### src/rtl/scan_slot_pkg.sv
package scan_slot_pkg;

  // bit positions inside the mode and colour registers
  localparam int WIDE_BIT   = 0;  // modeReg4
  localparam int PAL_BIT    = 3;  // modeReg2
  localparam int DISP_BIT   = 6;  // modeReg2
  localparam int COLOUR_W   = 6;

  // strobes passed from the counters to the classifier
  typedef struct packed {
    logic slotStart;   // first master clock of a slot
    logic frameStart;  // first master clock of line 0
    logic wide;        // mode in force for this clock
    logic pal;
  } slot_strobe_t;

endpackage

### src/rtl/scan_slot_refresh_match.sv
module scan_slot_refresh_match #(
  parameter int SLOT_W = 8,
  parameter int BASE   = 73,
  parameter int STEP   = 32,
  parameter int COUNT  = 5
) (
  input  logic [SLOT_W-1:0] slot,
  output logic              hit
);
  logic [COUNT-1:0] eq;

  for (genvar k = 0; k < COUNT; k++) begin : g_cmp
    assign eq[k] = (slot == SLOT_W'(BASE + k * STEP));
  end

  assign hit = |eq;
endmodule

### src/rtl/scan_slot_ctrl.sv
module scan_slot_ctrl
  import scan_slot_pkg::*;
#(
  parameter int LINE_CLKS   = 3420,
  parameter int WIDE_CLKS   = 16,
  parameter int NARROW_CLKS = 20,
  parameter int NTSC_FRAME  = 262,
  parameter int PAL_FRAME   = 313,
  parameter int LINE_W      = 9,
  parameter int SLOT_W      = 8
) (
  input  logic              clk,
  input  logic              rstN,
  input  logic [7:0]        modeReg2,
  input  logic [7:0]        modeReg4,
  output slot_strobe_t      strobe,
  output logic [SLOT_W-1:0] slotCnt,
  output logic [LINE_W-1:0] lineCnt
);
  localparam int CYC_W   = $clog2(LINE_CLKS);
  localparam int MAX_SLT = (WIDE_CLKS > NARROW_CLKS) ? WIDE_CLKS : NARROW_CLKS;
  localparam int SUB_W   = $clog2(MAX_SLT);

  logic [CYC_W-1:0]  lineCyc;
  logic [SUB_W-1:0]  subCnt;
  logic              wideQ, palQ;
  logic              frameStart, wideEff, palEff;
  logic [SUB_W-1:0]  subLast;
  logic [LINE_W-1:0] frameLast;
  logic              lineEnd;

  assign frameStart = (lineCnt == '0) && (lineCyc == '0);
  assign wideEff    = frameStart ? modeReg4[WIDE_BIT] : wideQ;
  assign palEff     = frameStart ? modeReg2[PAL_BIT]  : palQ;
  assign subLast    = wideEff ? SUB_W'(WIDE_CLKS - 1) : SUB_W'(NARROW_CLKS - 1);
  assign frameLast  = palEff ? LINE_W'(PAL_FRAME - 1) : LINE_W'(NTSC_FRAME - 1);
  assign lineEnd    = (lineCyc == CYC_W'(LINE_CLKS - 1));

  always_ff @(posedge clk) begin
    if (!rstN) begin
      lineCyc <= '0;
      subCnt  <= '0;
      slotCnt <= '0;
      lineCnt <= '0;
      wideQ   <= 1'b0;
      palQ    <= 1'b0;
    end else begin
      wideQ <= wideEff;
      palQ  <= palEff;
      if (lineEnd) begin
        lineCyc <= '0;
        subCnt  <= '0;
        slotCnt <= '0;
        lineCnt <= (lineCnt == frameLast) ? '0 : lineCnt + 1'b1;
      end else begin
        lineCyc <= lineCyc + 1'b1;
        if (subCnt == subLast) begin
          subCnt  <= '0;
          slotCnt <= slotCnt + 1'b1;
        end else begin
          subCnt <= subCnt + 1'b1;
        end
      end
    end
  end

  always_comb begin
    strobe.slotStart  = (subCnt == '0);
    strobe.frameStart = frameStart;
    strobe.wide       = wideEff;
    strobe.pal        = palEff;
  end

  // the line counter restarts after its last clock
  a_r1_line_wrap: assert property (@(posedge clk) disable iff (!rstN)
    lineEnd |=> (lineCyc == '0));

  // the line number never passes the longest frame
  a_r1_frame_bound: assert property (@(posedge clk) disable iff (!rstN)
    lineCnt <= LINE_W'(PAL_FRAME - 1));

  // the sub-slot counter stays inside the slot width
  a_r2_sub_bound: assert property (@(posedge clk) disable iff (!rstN)
    subCnt <= subLast);

  // the latched mode only moves at the frame start
  a_r3_mode_hold: assert property (@(posedge clk) disable iff (!rstN)
    !frameStart |=> $stable({wideQ, palQ}));
endmodule

### src/rtl/scan_slot_datapath.sv
module scan_slot_datapath
  import scan_slot_pkg::*;
#(
  parameter int LINE_W        = 9,
  parameter int SLOT_W        = 8,
  parameter int PIX_W         = 9,
  parameter int NTSC_ACTIVE   = 225,
  parameter int PAL_ACTIVE    = 241,
  parameter int REF_STEP      = 32,
  parameter int REF_BASE_W    = 73,
  parameter int REF_CNT_W     = 5,
  parameter int REF_BASE_N    = 66,
  parameter int REF_CNT_N     = 4,
  parameter int FILL_FIRST_W  = 55,
  parameter int FILL_LAST_W   = 207,
  parameter int FILL_FIRST_N  = 48,
  parameter int FILL_LAST_N   = 168,
  parameter int FILL_STEP     = 8,
  parameter int FILL_PIXELS   = 16
) (
  input  logic                clk,
  input  logic                rstN,
  input  slot_strobe_t        strobe,
  input  logic [SLOT_W-1:0]   slotCnt,
  input  logic [LINE_W-1:0]   lineCnt,
  input  logic [7:0]          modeReg2,
  input  logic [7:0]          bgColorReg,
  output logic [LINE_W-1:0]   lineNum,
  output logic [SLOT_W-1:0]   slotIdx,
  output logic                wideMode,
  output logic                palMode,
  output logic                renderSlot,
  output logic                refreshSlot,
  output logic                externalSlot,
  output logic                fillStrobe,
  output logic [LINE_W-1:0]   fillLine,
  output logic [PIX_W-1:0]    fillX,
  output logic [COLOUR_W-1:0] fillColor
);
  localparam int FILL_SHIFT = $clog2(FILL_STEP);
  localparam int PIX_SHIFT  = $clog2(FILL_PIXELS);

  logic hitWide, hitNarrow, refreshHit;
  logic lineActive, dispOn, renderCase;
  logic [SLOT_W-1:0] fillFirst, fillLast, fillOff;
  logic fillInRange, fillNow;
  logic renderNext, refreshNext, externalNext;
  logic [PIX_W-1:0] fillXNext;

  scan_slot_refresh_match #(
    .SLOT_W(SLOT_W), .BASE(REF_BASE_W), .STEP(REF_STEP), .COUNT(REF_CNT_W)
  ) u_refWide (
    .slot(slotCnt), .hit(hitWide)
  );

  scan_slot_refresh_match #(
    .SLOT_W(SLOT_W), .BASE(REF_BASE_N), .STEP(REF_STEP), .COUNT(REF_CNT_N)
  ) u_refNarrow (
    .slot(slotCnt), .hit(hitNarrow)
  );

  always_comb begin
    refreshHit   = strobe.wide ? hitWide : hitNarrow;
    lineActive   = strobe.pal ? (lineCnt < LINE_W'(PAL_ACTIVE))
                              : (lineCnt < LINE_W'(NTSC_ACTIVE));
    dispOn       = modeReg2[DISP_BIT];
    renderCase   = lineActive && dispOn;
    renderNext   = strobe.slotStart && renderCase;
    refreshNext  = strobe.slotStart && !renderCase && refreshHit;
    externalNext = strobe.slotStart && !renderCase && !refreshHit;

    fillFirst    = strobe.wide ? SLOT_W'(FILL_FIRST_W) : SLOT_W'(FILL_FIRST_N);
    fillLast     = strobe.wide ? SLOT_W'(FILL_LAST_W)  : SLOT_W'(FILL_LAST_N);
    fillOff      = slotCnt - fillFirst;
    fillInRange  = (slotCnt >= fillFirst) && (slotCnt <= fillLast) &&
                   (fillOff[FILL_SHIFT-1:0] == '0);
    fillNow      = strobe.slotStart && lineActive && !dispOn &&
                   (lineCnt != '0) && fillInRange;
    fillXNext    = PIX_W'(fillOff >> FILL_SHIFT) << PIX_SHIFT;
  end

  always_ff @(posedge clk) begin
    if (!rstN) begin
      lineNum      <= '0;
      slotIdx      <= '0;
      wideMode     <= 1'b0;
      palMode      <= 1'b0;
      renderSlot   <= 1'b0;
      refreshSlot  <= 1'b0;
      externalSlot <= 1'b0;
      fillStrobe   <= 1'b0;
      fillLine     <= '0;
      fillX        <= '0;
      fillColor    <= '0;
    end else begin
      lineNum      <= lineCnt;
      slotIdx      <= slotCnt;
      wideMode     <= strobe.wide;
      palMode      <= strobe.pal;
      renderSlot   <= renderNext;
      refreshSlot  <= refreshNext;
      externalSlot <= externalNext;
      fillStrobe   <= fillNow;
      fillLine     <= fillNow ? lineCnt - 1'b1 : '0;
      fillX        <= fillNow ? fillXNext : '0;
      fillColor    <= fillNow ? bgColorReg[COLOUR_W-1:0] : '0;
    end
  end

  // a slot has a single owner
  a_r9_one_class: assert property (@(posedge clk) disable iff (!rstN)
    $onehot0({renderSlot, refreshSlot, externalSlot}));

  // fills only ride on slots not taken by rendering
  a_r9_fill_blank: assert property (@(posedge clk) disable iff (!rstN)
    fillStrobe |-> (refreshSlot || externalSlot));

  // slot indications last one clock
  a_r8_single_cycle: assert property (@(posedge clk) disable iff (!rstN)
    (renderSlot || refreshSlot || externalSlot) |=>
      !(renderSlot || refreshSlot || externalSlot));

  // the fill never targets a line past the current one
  a_r7_fill_line: assert property (@(posedge clk) disable iff (!rstN)
    fillStrobe |-> (fillLine < lineNum));
endmodule

### src/rtl/scanline_slot_timer.sv
module scanline_slot_timer
  import scan_slot_pkg::*;
#(
  parameter int LINE_CLKS   = 3420,
  parameter int NTSC_ACTIVE = 225,
  parameter int PAL_ACTIVE  = 241,
  parameter int NTSC_FRAME  = 262,
  parameter int PAL_FRAME   = 313,
  parameter int LINE_W      = 9,
  parameter int SLOT_W      = 8,
  parameter int PIX_W       = 9
) (
  input  logic              clk,
  input  logic              rstN,
  input  logic [7:0]        modeReg2,
  input  logic [7:0]        modeReg4,
  input  logic [7:0]        bgColorReg,
  output logic [LINE_W-1:0] lineNum,
  output logic [SLOT_W-1:0] slotIdx,
  output logic              wideMode,
  output logic              palMode,
  output logic              renderSlot,
  output logic              refreshSlot,
  output logic              externalSlot,
  output logic              fillStrobe,
  output logic [LINE_W-1:0] fillLine,
  output logic [PIX_W-1:0]  fillX,
  output logic [5:0]        fillColor
);
  slot_strobe_t      strobe;
  logic [SLOT_W-1:0] slotCnt;
  logic [LINE_W-1:0] lineCnt;

  scan_slot_ctrl #(
    .LINE_CLKS(LINE_CLKS), .NTSC_FRAME(NTSC_FRAME), .PAL_FRAME(PAL_FRAME),
    .LINE_W(LINE_W), .SLOT_W(SLOT_W)
  ) u_ctrl (
    .clk(clk), .rstN(rstN), .modeReg2(modeReg2), .modeReg4(modeReg4),
    .strobe(strobe), .slotCnt(slotCnt), .lineCnt(lineCnt)
  );

  scan_slot_datapath #(
    .LINE_W(LINE_W), .SLOT_W(SLOT_W), .PIX_W(PIX_W),
    .NTSC_ACTIVE(NTSC_ACTIVE), .PAL_ACTIVE(PAL_ACTIVE)
  ) u_dp (
    .clk(clk), .rstN(rstN), .strobe(strobe), .slotCnt(slotCnt),
    .lineCnt(lineCnt), .modeReg2(modeReg2), .bgColorReg(bgColorReg),
    .lineNum(lineNum), .slotIdx(slotIdx), .wideMode(wideMode),
    .palMode(palMode), .renderSlot(renderSlot), .refreshSlot(refreshSlot),
    .externalSlot(externalSlot), .fillStrobe(fillStrobe),
    .fillLine(fillLine), .fillX(fillX), .fillColor(fillColor)
  );
endmodule

### config.mk
export PLATFORM = sky130hd
export DESIGN_NAME = scanline_slot_timer
export DESIGN_NICKNAME = d
export VERILOG_FILES = /design/src/rtl/scan_slot_pkg.sv /design/src/rtl/scan_slot_refresh_match.sv /design/src/rtl/scan_slot_ctrl.sv /design/src/rtl/scan_slot_datapath.sv /design/src/rtl/scanline_slot_timer.sv
export SDC_FILE = /design/constraint.sdc
export NUM_CORES = 1
export LEC_CHECK = 0
export ABC_AREA = 1
export BUFFER_PORTS_ARGS = -buffer_cell sky130_fd_sc_hd__buf_2
export CORE_ASPECT_RATIO = 0.75
export CORE_MARGIN = 5
export CORE_UTILIZATION = 50
export DETAILED_ROUTE_END_ITERATION = 8
export PLACE_DENSITY = 0.85
export SYNTH_ARGS = -nofsm -noshare
export SYNTH_HDL_FRONTEND = slang
export SYNTH_SLANG_ARGS = --single-unit
### constraint.sdc
create_clock -name clk -period 8.71 [get_ports clk]
set_input_delay 0.4355 -clock clk [delete_from_list [all_inputs] [get_ports clk]]
set_output_delay 0.4355 -clock clk [all_outputs]
set_load 0.03 [all_outputs]
; Word-level counts from Yosys, hierarchy flattened
; Index checks and enable logic that the tools add are counted.
[totals]
word_cells = 73
ff_bits = 81
inputBits = 26
[op_classes]
addsub = 6
bitwise = 1
muxes = 9
n_lt_le_gt_ge = 4
eq_ne = 12
n_reduce_logical = 25
[ops]
columns = operator, count
row1 = $eq A8 B8 Y1 const B, 5
row2 = $eq A8 B7 Y1 const B, 4
row3 = $lt A9 B8 Y1 const B, 2
row4 = $add A12 B1 Y12 const B, 1
row5 = $eq A12 B12 Y1 const B, 1
row6 = $logic_and A1 B1 Y1, 12
row7 = $logic_not A12 Y1, 1
row8 = $add A9 B1 Y9 const B, 1
row9 = $eq A9 B9 Y1, 1
row10 = $logic_not A9 Y1, 1
row11 = $mux W9, 1
row12 = $reduce_bool A9 Y1, 1
row13 = $sub A9 B1 Y9 const B, 1
row14 = $add A8 B1 Y8 const B, 1
row15 = $ge A8 B8 Y1, 1
row16 = $le A8 B8 Y1, 1
row17 = $sub A8 B8 Y8, 1
row18 = $mux W7, 1
row19 = $mux W6, 1
row20 = $add A5 B1 Y5 const B, 1
row21 = $eq A5 B5 Y1, 1
row22 = $logic_not A5 Y1, 1
row23 = $mux W5, 1
row24 = $reduce_or A5 Y1, 1
row25 = 9 further kinds, 14

; Depth between registers and ports, before layout
[depth]
word_depth = 9
ltp_mapped = 24
depth_no_buf = 22

; Modules after synthesis
; From an unflattened synthesis, not the netlist that was laid out.
[unflattened]
cells_unflattened = 529
hier_area_um2 = 3945.0
[modules_own_cells]
columns = mod, area_per_inst_um2, cells_each, seq_area_each_um2, instances
row1 = scan_slot_ctrl, 1971.9, 266, 720.7, 1
row2 = scan_slot_datapath, 1875.5, 240, 860.8, 1
row3 = scan_slot_refresh_match (u_dp.u_refNarrow), 50.0, 11, 0.0, 1
row4 = scan_slot_refresh_match (u_dp.u_refWide), 47.5, 12, 0.0, 1

; Least setup slack after synthesis
; Ideal clock, no wire load.
[synth_timing]
path_kind = register -> register
from = reg u_ctrl.lineCnt[0]
to = reg u_dp.fillX[8]
path_stages_with_launch = 20
slack_ns = 5.949
required_ns = 8.648
arrival_time_ns = 2.699
cell_sequence = dfxtp_1 > clkbuf_1 > inv_1 > ha_1 > inv_1 > nor2_1 > nand2_2 > nor2_8 > nand3_4 > nand2_4 > nand2_4 > ha_1 > inv_1 > ha_1 > nor4_1 > nand3_1 > nor2_1 > nand3_2 > buf_6 > nor2_2
[synth_via]
elab_chain_len = 9
elab_cells_between_ends = 21
[synth_lines]
columns = item, line_no
row1 = "start, declared", scan_slot_ctrl.sv:18  ; output logic [LINE_W-1:0] lineCnt
row2 = "start signal, assigned", scan_slot_ctrl.sv:54  ; lineCnt <= (lineCnt == frameLast) ? '0 : lineCnt + 1'b1;
row3 = $logic_not A9 Y1, scan_slot_ctrl.sv:32  ; assign frameStart = (lineCnt == '0) && (lineCyc == '0);
row4 = $logic_and A1 B1 Y1, scan_slot_ctrl.sv:32
row5 = "$mux W1, on equally long branches", "scan_slot_ctrl.sv:33, scan_slot_ctrl.sv:34"
row6 = $mux W3 (tied with other cells), scan_slot_datapath.sv:72  ; fillFirst = strobe.wide ? SLOT_W'(FILL_FIRST_W) : SLOT_W'(FILL_FIRST_N);
row7 = $sub A8 B8 Y8 (tied with other cells), scan_slot_datapath.sv:74  ; fillOff = slotCnt - fillFirst;
row8 = $logic_not A3 Y1 (tied with other cells), scan_slot_datapath.sv:76  ; (fillOff[FILL_SHIFT-1:0] == '0);
row9 = "$logic_and A1 B1 Y1, on equally long branches", "scan_slot_datapath.sv:75, scan_slot_datapath.sv:77"
row10 = $logic_and A1 B1 Y1, scan_slot_datapath.sv:78  ; (lineCnt != '0) && fillInRange;
row11 = $reduce_and A2 Y1 (no line), --
row12 = "end signal, assigned", scan_slot_datapath.sv:105  ; fillX <= fillNow ? fillXNext : '0;
row13 = "end, declared", scan_slot_datapath.sv:37  ; output logic [PIX_W-1:0] fillX,
; Several ways; a longest one is shown, not always the timed one.
; A chain may end at the register's enable or synchronous reset.

; Worst setup path after layout
[layout_timing]
from = reg u_ctrl.lineCnt[0]
to = reg u_dp.fillLine[0]
[layout_via]
elab_chain_len = 9
elab_cells_between_ends = 22
[layout_lines]
columns = item, line_no
row1 = $logic_not A9 Y1, scan_slot_ctrl.sv:32
row2 = $logic_and A1 B1 Y1, scan_slot_ctrl.sv:32
row3 = "$mux W1, on equally long branches", "scan_slot_ctrl.sv:33, scan_slot_ctrl.sv:34"
row4 = $mux W3 (tied with other cells), scan_slot_datapath.sv:72
row5 = $sub A8 B8 Y8 (tied with other cells), scan_slot_datapath.sv:74
row6 = $logic_not A3 Y1 (tied with other cells), scan_slot_datapath.sv:76
row7 = "$logic_and A1 B1 Y1, on equally long branches", "scan_slot_datapath.sv:75, scan_slot_datapath.sv:77"
row8 = $logic_and A1 B1 Y1, scan_slot_datapath.sv:78
row9 = $reduce_and A2 Y1 (no line), --
row10 = "end signal, assigned", scan_slot_datapath.sv:104  ; fillLine <= fillNow ? lineCnt - 1'b1 : '0;
row11 = "end, declared", scan_slot_datapath.sv:36  ; output logic [LINE_W-1:0] fillLine,
; Several ways; a longest one is shown, not always the timed one.

==> results.cfg <==
[clock_tree]
htreeDepth = 3
hold_buffers = 0
clk_pin_slew_ns = 0.08
clockBufferDepth = 2
cts_inserted_buffers = 9
postCtsResizedCells = 0
clock_latency_ns = 0.35
post_cts_buffers = 0
root_buffer = clkbuf_8
tritoncts = done
cts.sinks = 77

[synthesis]
synth_top_cell_by_area = dfxtp_1
synth_top_area_share_pct = 41.54
synth_edf_count = 0
synthTopCellsByCount = nand2_1 (87), inv_1 (86), dfxtp_1 (77)
ys.flop_type = dfxtp_1
synth_area_um2 = 3711
yosysUniqueCellTypes = 36
yosysSeqAreaShare_pct = 41.54
synth_most_common_cell = nand2_1
netlist_instances = 496
synth_warnings = 0
syn_avg_cell_area_um2 = 7.482
synthArstFlopShare_pct = 0
synth_area_leaders = dfxtp_1 (42%), nand2_1 (8.8%), inv_1 (8.7%)
synth-seq-cells = 77

[floorplan]
ioPinCount = 73
fp.dieArea_um2 = 9263
rows = 27
die_w_um = 109.5
start_util_pct = 50.86
die_h_um = 84.61
fp.coreArea_um2 = 7297

[global_routing]
grt_pass1_vias = 3023
antenna_found_initial = 0
grt_usage_pct = 17.99
grt_overflow = 0
grt_pass1_wl_um = 13390
grt_max_degree = 24

[worst_setup_path]
worstPathMaxFanout = 21
worstSetupEndpointType = flip-flop
critPathLaunchType = flip-flop
critPathArrivalTime_ns = 3.71
cp.required_ns = 8.98
criticalPathCategory = reg -> reg

[sta]
finalSetupViolCount = 0
finClkSkew_ns = 0.01139
fin_tns_setup_ns = 0
rsz0062_at_grt = no
maxSlewHeadroom_pct = 60.47
hold_viol = 0
fin_crit_ns = 3.440
fmax_ghz = 0.2907
worst_pin_slew_ns = 0.5923
fin_ws_ns = 5.270
slew_viol_final = 0
finalCritPeriodShare_pct = 39.49

[power]
irDropWorstVdd_mv = 0.07585
p_leak_nw = 2.169
p_per_area_nw_per_um2 = 182.5

[layout]
finalCoreUtilization_pct = 58.33
multi_input_area_um2 = 1693
drive_gt1_share_pct = 21.45
fillers = 672
area_growth_pct = 14.70
regArea_um2 = 1541
final_nets = 584
diodes = 0

[drt]
wl_um = 7840
drc = 0
via_per_inst = 4.899
vias = 3189
wire_per_inst_um = 12.04
ant_nets = 0
dr.pass1.iters = 5
drt_iter0_drc = 200

[placed_design]
dp_slack_ns = 5.244
hpwl_um = 5847
io_buffers = 53
gp_congestion = 0.9517

[hold_path]
holdCritPathClass = in -> reg

[job]
maxCapViolCount = 0

[run_status]
run_status = finished, final reports clean
[stage by stage]
step	instance area (um^2)	total power [mW]	hold slack [ns]	instances
after floorplan	3722	0.4147	0.4173	499
after CTS	4257	0.7852	0.2858	651
after global routing	4257	0.8075	0.2877	651
after global placement	3986	0.4251	0.4294	635
after detailed placement	3986	0.4271	0.4446	635
final	4257	0.7768	0.3056	651
[logic make-up after synthesis]
kind of cell | after synthesis | share of synthesized area (%)
compound gates | 43 | 6.541
xor+xnor | 16 | 3.776
fa+ha+maj | 13 | 4.383
buf+inv | 114 | 13.15
flops | 77 | 41.54
other cells | 1 | 0.1010
simple gates | 232 | 30.51
[layer usage]
layer  wire length, um  up-vias  GRT usage, %
li1                  -     1622             -
met5                 0        -             0
met4               168        0         6.569
met3               691       25         4.612
met1              3448     1400         22.70
met2              3531      142         29.47
[final cells by class]
class	instances	share of cell area, %
inverters	96	8.466
flip-flops and latches	77	36.21
multi-input cells	308	39.77
clock inverters	7	3.439
repair buffers	53	6.232
well taps	101	2.969
clock buffers	9	2.910
[sequential cells by signal (all words and copies together), names as in the netlist]
name,flops
u_ctrl.lineCyc,12
u_dp.renderSlot,1
u_dp.externalSlot,1
u_dp.fillLine,9
u_dp.fillColor,6
u_dp.fillStrobe,1
u_dp.fillX,5
u_dp.lineNum,9
u_ctrl.slotCnt,8
u_dp.wideMode,1
u_dp.refreshSlot,1
u_ctrl.lineCnt,9
u_dp.palMode,1
u_dp.slotIdx,8
u_ctrl.subCnt,5
[worst max-delay path, stage by stage (launching register included)]
cell and delay, ns:
dfxtp_1 0.54, inv_1 0.20, ha_1 0.24, inv_1 0.05, nor2_1 0.04, nand2_2 0.11
nor2_8 0.05, nand3_4 0.08, nand2_4 0.08, nand2_4 0.15, nand2_1 0.07, nand2_1 0.11
inv_2 0.07, ha_1 0.28, nor4_1 0.32, nand3_1 0.12, nor2_1 0.14, nand3_2 0.48
nor2_1 0.23
[placed cells by master, fill, tap and decap left out, drive strengths merged]
cell type,instances
a21oi,17
a31oi,1
buf,53
bufinv,4
clkbuf,9
clkinv,2
conb,4
dfxtp,77
ha,13
inv,97
nand2,96
nand3,27
nand4,9
nor2,76
nor3,18
nor3b,1
nor4,5
o211a,1
o211ai,1
o21ai,17
o21bai,2
o22ai,1
o311ai,1
o31ai,2
xnor2,3
xor2,13
[path summary, 6_finish.rpt]
check | depth (start not counted) | end | start | slack, ns
setup / recovery | 18 | u_dp.fillLine[0] | u_ctrl.lineCnt[0] | 5.27
setup reg to reg | 18 | u_dp.fillLine[0] | u_ctrl.lineCnt[0] | 5.27
hold / removal | 3 | u_dp.fillColor[4] | bgColorReg[4] | 0.31
hold reg to reg | 1 | u_ctrl.lineCyc[0] | u_ctrl.lineCyc[0] | 0.45
[power breakdown]
| group | leakage, nW | switching [mW] | internal [mW] | total (mW) |
|---|---|---|---|---|
| clock | 0.134 | 0.136 | 0.221 | 0.357 |
| sequential | 0.622 | 0.00336 | 0.356 | 0.359 |
| combinational | 1.41 | 0.0410 | 0.0190 | 0.0600 |
| total | 2.17 | 0.181 | 0.596 | 0.777 |
Note: power is estimated with default switching activity, not from simulation.
